**src/rtl/acs_bs_pkg.sv**
```systemverilog
package acs_bs_pkg;

  localparam int unsigned ACS_PM_W_DEFAULT = 8;

  // serial candidate: current sum bit and its carry out
  typedef struct packed {
    logic sum_bit;
    logic carry;
  } acs_cand_t;

  function automatic logic acs_maj3(input logic x, input logic y, input logic z);
    return (x & y) | (x & z) | (y & z);
  endfunction

endpackage

```
**src/rtl/acs_bs_rst_sync.sv**
```systemverilog
module acs_bs_rst_sync (
  input  logic clk,
  input  logic rst_n_in,
  output logic rst_n_out
);

  logic [1:0] sync_q;
  logic [1:0] sync_d;

  always_comb begin
    sync_d = {sync_q[0], 1'b1};
  end

  always_ff @(posedge clk or negedge rst_n_in) begin
    if (!rst_n_in) sync_q <= 2'b00;
    else           sync_q <= sync_d;
  end

  assign rst_n_out = sync_q[1];

endmodule

```
**src/rtl/acs_bs_adder.sv**
```systemverilog
module acs_bs_adder
  import acs_bs_pkg::*;
(
  input  logic      clk,
  input  logic      rst_n,
  input  logic      en,
  input  logic      first,
  input  logic      a_bit,
  input  logic      b_bit,
  output acs_cand_t cand
);

  logic carry_q;
  logic carry_d;
  logic cin;

  always_comb begin
    cin          = first ? 1'b0 : carry_q;
    cand.sum_bit = a_bit ^ b_bit ^ cin;
    cand.carry   = acs_maj3(a_bit, b_bit, cin);
    carry_d      = en ? cand.carry : carry_q;
  end

  always_ff @(posedge clk or negedge rst_n) begin
    if (!rst_n) carry_q <= 1'b0;
    else        carry_q <= carry_d;
  end

endmodule

```
**src/rtl/acs_bs_cmp.sv**
```systemverilog
module acs_bs_cmp
  import acs_bs_pkg::*;
(
  input  logic      clk,
  input  logic      rst_n,
  input  logic      en,
  input  logic      first,
  input  acs_cand_t cand_a,
  input  acs_cand_t cand_b,
  output logic      b_less
);

  logic lt_q;
  logic lt_d;
  logic lt_prev;
  logic lt_now;

  always_comb begin
    lt_prev = first ? 1'b0 : lt_q;
    // a later (more significant) differing bit overrides earlier ones
    lt_now  = (cand_a.sum_bit ^ cand_b.sum_bit) ? cand_a.sum_bit : lt_prev;
    // carry is the top bit of the full-precision sum; valid on the last bit
    b_less  = (cand_a.carry ^ cand_b.carry) ? cand_a.carry : lt_now;
    lt_d    = en ? lt_now : lt_q;
  end

  always_ff @(posedge clk or negedge rst_n) begin
    if (!rst_n) lt_q <= 1'b0;
    else        lt_q <= lt_d;
  end

endmodule

```
**src/rtl/acs_bs_shift.sv**
```systemverilog
module acs_bs_shift #(
  parameter int unsigned DEPTH = 8
) (
  input  logic clk,
  input  logic rst_n,
  input  logic en,
  input  logic din,
  output logic dout
);

  logic [DEPTH-1:0] line_q;
  logic [DEPTH-1:0] line_d;

  always_comb begin
    line_d = en ? {din, line_q[DEPTH-1:1]} : line_q;
  end

  always_ff @(posedge clk or negedge rst_n) begin
    if (!rst_n) line_q <= '0;
    else        line_q <= line_d;
  end

  assign dout = line_q[0];

endmodule

```
**src/rtl/acs_bitserial_butterfly.sv**
```systemverilog
module acs_bitserial_butterfly
  import acs_bs_pkg::*;
#(
  parameter int unsigned PM_W = ACS_PM_W_DEFAULT
) (
  input  logic clk,
  input  logic rst_n,
  input  logic en,
  input  logic pm_in0,
  input  logic pm_in1,
  input  logic bm_a,
  input  logic bm_b,
  output logic pm_out0,
  output logic pm_out1,
  output logic dec0,
  output logic dec1,
  output logic word_done
);

  localparam int unsigned CNT_W   = (PM_W > 2) ? $clog2(PM_W) : 1;
  localparam int unsigned N_SUCC  = 2;
  localparam int unsigned N_PRED  = 2;
  localparam logic [CNT_W-1:0] LAST_IDX = CNT_W'(PM_W - 1);

  logic rst_sync_n;

  acs_bs_rst_sync u_rst (
    .clk       (clk),
    .rst_n_in  (rst_n),
    .rst_n_out (rst_sync_n)
  );

  // bit position within the word
  logic [CNT_W-1:0] bit_cnt;
  logic [CNT_W-1:0] bit_cnt_d;
  logic             first_bit;
  logic             last_bit;
  logic             done_q;
  logic             done_d;

  always_comb begin
    first_bit = (bit_cnt == '0);
    last_bit  = (bit_cnt == LAST_IDX);
    bit_cnt_d = bit_cnt;
    if (en) bit_cnt_d = last_bit ? '0 : bit_cnt + 1'b1;
    done_d    = en & last_bit;
  end

  always_ff @(posedge clk or negedge rst_sync_n) begin
    if (!rst_sync_n) begin
      bit_cnt <= '0;
      done_q  <= 1'b0;
    end else begin
      bit_cnt <= bit_cnt_d;
      done_q  <= done_d;
    end
  end

  assign word_done = done_q;

  logic [N_SUCC-1:0] pm_out_v;
  logic [N_SUCC-1:0] dec_v;

  for (genvar j = 0; j < N_SUCC; j++) begin : g_succ
    acs_cand_t [N_PRED-1:0] cand;
    logic      [N_PRED-1:0] buf_out;
    logic                   pick_second;
    logic                   sel_q;
    logic                   sel_d;
    logic                   sat_q;
    logic                   sat_d;
    logic                   fifo_in;

    for (genvar p = 0; p < N_PRED; p++) begin : g_pred
      logic pm_bit;
      logic bm_bit;

      assign pm_bit = (p == 0) ? pm_in0 : pm_in1;
      // straight transition uses bm_a, crossed transition uses bm_b
      assign bm_bit = (p == j) ? bm_a : bm_b;

      acs_bs_adder u_add (
        .clk   (clk),
        .rst_n (rst_sync_n),
        .en    (en),
        .first (first_bit),
        .a_bit (pm_bit),
        .b_bit (bm_bit),
        .cand  (cand[p])
      );

      // holds the candidate for one word until the decision is known
      acs_bs_shift #(.DEPTH(PM_W)) u_cbuf (
        .clk   (clk),
        .rst_n (rst_sync_n),
        .en    (en),
        .din   (cand[p].sum_bit),
        .dout  (buf_out[p])
      );
    end

    acs_bs_cmp u_cmp (
      .clk    (clk),
      .rst_n  (rst_sync_n),
      .en     (en),
      .first  (first_bit),
      .cand_a (cand[0]),
      .cand_b (cand[1]),
      .b_less (pick_second)
    );

    always_comb begin
      sel_d = sel_q;
      sat_d = sat_q;
      if (en && last_bit) begin
        sel_d = pick_second;
        sat_d = pick_second ? cand[1].carry : cand[0].carry;
      end
      fifo_in = sat_q | (sel_q ? buf_out[1] : buf_out[0]);
    end

    always_ff @(posedge clk or negedge rst_sync_n) begin
      if (!rst_sync_n) begin
        sel_q <= 1'b0;
        sat_q <= 1'b0;
      end else begin
        sel_q <= sel_d;
        sat_q <= sat_d;
      end
    end

    // path metric store: one bit in and one bit out per enabled clock
    acs_bs_shift #(.DEPTH(PM_W)) u_pm_fifo (
      .clk   (clk),
      .rst_n (rst_sync_n),
      .en    (en),
      .din   (fifo_in),
      .dout  (pm_out_v[j])
    );

    assign dec_v[j] = sel_q;
  end

  assign pm_out0 = pm_out_v[0];
  assign pm_out1 = pm_out_v[1];
  assign dec0    = dec_v[0];
  assign dec1    = dec_v[1];

endmodule

```
**config.mk**
```make
export PLATFORM = sky130hd
export DESIGN_NAME = acs_bitserial_butterfly
export DESIGN_NICKNAME = d
export VERILOG_FILES = /design/src/rtl/acs_bs_pkg.sv /design/src/rtl/acs_bs_rst_sync.sv /design/src/rtl/acs_bs_adder.sv /design/src/rtl/acs_bs_cmp.sv /design/src/rtl/acs_bs_shift.sv /design/src/rtl/acs_bitserial_butterfly.sv
export SDC_FILE = /design/constraint.sdc
export NUM_CORES = 1
export LEC_CHECK = 0
export ABC_AREA = 1
export BUFFER_PORTS_ARGS = -buffer_cell sky130_fd_sc_hd__buf_2
export CORE_MARGIN = 1
export CORE_UTILIZATION = 50
export CTS_CLUSTER_DIAMETER = 100
export CTS_CLUSTER_SIZE = 30
export DETAILED_ROUTE_END_ITERATION = 8
export PLACE_DENSITY = 0.69
export SYNTH_ARGS = -nofsm -noshare
export SYNTH_HDL_FRONTEND = slang
export SYNTH_HIERARCHICAL = 1
export SYNTH_SLANG_ARGS = --single-unit
```
**constraint.sdc**
```tcl
create_clock -name clk -period 1.8 [get_ports clk]
set_input_delay 0.18 -clock clk [delete_from_list [all_inputs] [get_ports clk]]
set_output_delay 0.18 -clock clk [all_outputs]
set_load 0.02 [all_outputs]
```
==> metrics.txt <==
layout cells sized above 1 ~23%; Final Core Density between 60 and 70%; Skew-Pair Late Insertion Delay between 300 and 400 ps; Initial Util about 53%; Post-Syn Area per Cell 8.28 um^2; max-cap viol count 0; Die Height between 70 and 80 um; crit-path most repeated cell nand2_1; all-layer global routing usage around a fifth; post-route worst setup slack -305 ps; CP required 2030 ps; Post-Synthesis Net Count ~350; pre-CTS setup slack -269 ps; Tmin final ~2100 ps; Final Hold Fails 0; Worst Hold Class primary input to asynchronous set/reset pin; slowest stage delay, CP approximately 440 ps; IO buf count 11; die area around 6000 um^2; commonest non-fill, non-tap cells in the layout 184 x nand2_1, 63 x dfrtp_1, 25 x inv_1; GPL Wtd Cong 0.734; largest net degree at the start of global routing 74; Sum Neg Setup Slack -1520 ps; critical path arrival approximately 2300 ps; met2 Resource Use GR between 30% and 40%; PwrDens 1410 nW/um^2; outcome finished, violations left; Slew Limit Fails 0; Ys Warns 6; Cells after Synth 338; first-pass GRT wire length 8640 um; Post-Layout Cell Count approximately 450; residual DRC count 0; Clock Pin Slew Worst Setup and Hold Paths roughly 70 ps; remaining antenna violation count 0; clk_skew 7.97 ps; row cnt 26; clock buffer depth 2; ant diodes 0; final wirelength ~4800 um; die width slightly below 80 um; post-synthesis sequential area ratio 57.2%; Pre-antenna DRT Iters 4; crit end category register; final count of negative-setup-slack endpoints 9; Placed Cells 425; grt ovf 0; Iter 0 DRT Violations around 160; M3 GR Usage under 10%; initial antenna violation count 0; I/O pins 12; Final HPWL DP between 2000 and 3000 um; wire length per cell approximately 11 um; Total Power approximately 0.0047 W; failing checks negative setup slack; area grow syn2layout 19.6%; number of synthesized register bits 64; CTS tree done; H-tree levels 3; Yosys cell types 17; most common cell after layout, fill and taps aside nand2_1; Root Buffer clkbuf_8; number of global-route vias before repair 2041; crit share post-route 117%; RSZ-0062 raised after global routing yes; CP Launch Type register; fmax roughly 0.48 GHz; Max FO, Critical Path 5; clk sink count 64; net total in the final layout between 300 and 400; core area roughly 5200 um^2; CTS buffer count 9; Leakage Power roughly 1.9 nW; worst path cell trace inv_2 -> ha_4 -> inv_2 -> nor2_4 -> inv_2 -> nand2_2 -> fa_1 -> inv_2 -> inv_2 -> nand2_2 -> nand2_2 -> nand2_2 -> nand2_1 -> nand2_1 -> inv_1 -> nand2_1 -> nand2_1 -> nand2_1 -> nand2_1; CP max-delay cell fa_1; Mapped Area 2800 um^2; Top Usage Layer GRT met2; met1 Usage GRT roughly 24%; maximum VDD drop 0.583 mV; via count slightly above 2000; via/cell ratio 4.56; crit path kind register to register
## kinds of logic (layout without fill, tap and decap cells)
family | count (synthesis) | count (layout) | synth area share (%)
other | 1 | 1 | 0.134
flip-flops | 64 | 64 | 57.2
buffers and inverters | 54 | 99 | 8.90
adder cells (fa/ha/maj) | 7 | 7 | 4.20
AO/OA/AOI/OAI | 9 | 9 | 1.61
AND/OR/NAND/NOR | 203 | 203 | 27.9
## metrics by stage
step	hold slack, ps	instance area [um^2]
6_report	166	3350
5_1_grt	164	3350
4_1_cts	135	3290
3_5_place_dp	-33.7	3010
3_3_place_gp	-35.7	3010
2_1_floorplan	-116	2820
## layer usage
metal | wire (um) | part of all wire, % | vias up
met1 | 2290 | 48 | 959
met5 | 0 | 0 | -
met4 | 128 | 2.7 | 0
met2 | 2200 | 46 | 29
met3 | 138 | 2.9 | 12
li1 | - | - | 1067
## power by group
group	leakage, nW	internal [W]	switching [W]	total, W
logic	1.01	0.000615	0.000707	0.00132
clock network	0.106	0.000815	0.000548	0.00136
registers	0.823	0.00182	0.000205	0.00202
## layout make-up
class | instances | area [um^2]
fillers | 434 | 1890
inverters | 48 | 181
clock buffers | 11 | 141
repair buffers | 35 | 263
clock inverters | 5 | 80.1
multi-input cells | 220 | 991
well taps | 70 | 87.6
flip-flops and latches | 64 | 1600
## cells in the mapped netlist
cell type  instances  area, um^2
buf_6              6        67.6
a21oi_1            2        10.0
ha_1               3        37.5
fa_1               4        80.1
nand2_2            1        6.26
nor2_1             1        3.75
inv_2             10        37.5
clkinv_2           1        5.00
or2_1              4        25.0
dfrtp_1           64        1600
o21ai_0            5        25.0
o21ai_1            2        10.0
conb_1             1        3.75
nand3_1            2        10.0
nand2_1          193         724
nor2_2             2        12.5
inv_1             37         139
## sequential cells by signal, summed over array words and instances (netlist names)
signal and flops:
g_succ.u_pm_fifo/line_q 16, g_succ.g_pred.u_cbuf/line_q 32, dec0 1, g_succ.sat_q 2, u_rst/sync_q 2, dec1 1, word_done 1, g_succ.u_cmp/lt_q 2
bit_cnt 3, g_succ.g_pred.u_add/carry_q 4
## critical path, delay by kind of cell, from the launching register on
family	cells	cell delay, ps
adders and majority gates	2	570
buffers and inverters	6	350
DFF	1	400
and+or+nand+nor	11	700
## repair_timing
| action | in CTS | in global routing |
|---|---|---|
| hold buffers | 1 | 0 |
| buffers inserted | 6 | 5 |
| resized for setup | 7 | 12 |
| cloned | 0 | 0 |
| pin swaps | 1 | 10 |
| setup endpoints to repair | 6 | 8 |
| endpoints found under the hold margin | 2 | 0 |
## worst paths after layout
check                                                             to  cells past startpoint  slack [ps]             from
max in group asynchronous          g_succ[1].g_pred[0].u_add/carry_q                      1        1250  u_rst/sync_q[1]
worst min-delay path                                 u_rst/sync_q[1]                      2         170            rst_n
worst max register to register                       g_succ[1].sat_q                     19        -310       bit_cnt[0]
worst max-delay path                                 g_succ[1].sat_q                     19        -310       bit_cnt[0]
worst min register to register  g_succ[0].g_pred[0].u_cbuf/line_q[0]                      1         270  u_rst/sync_q[1]
min in group clk                   g_succ[1].g_pred[1].u_add/carry_q                      4         320               en
Power figures use the tool's default switching activity.
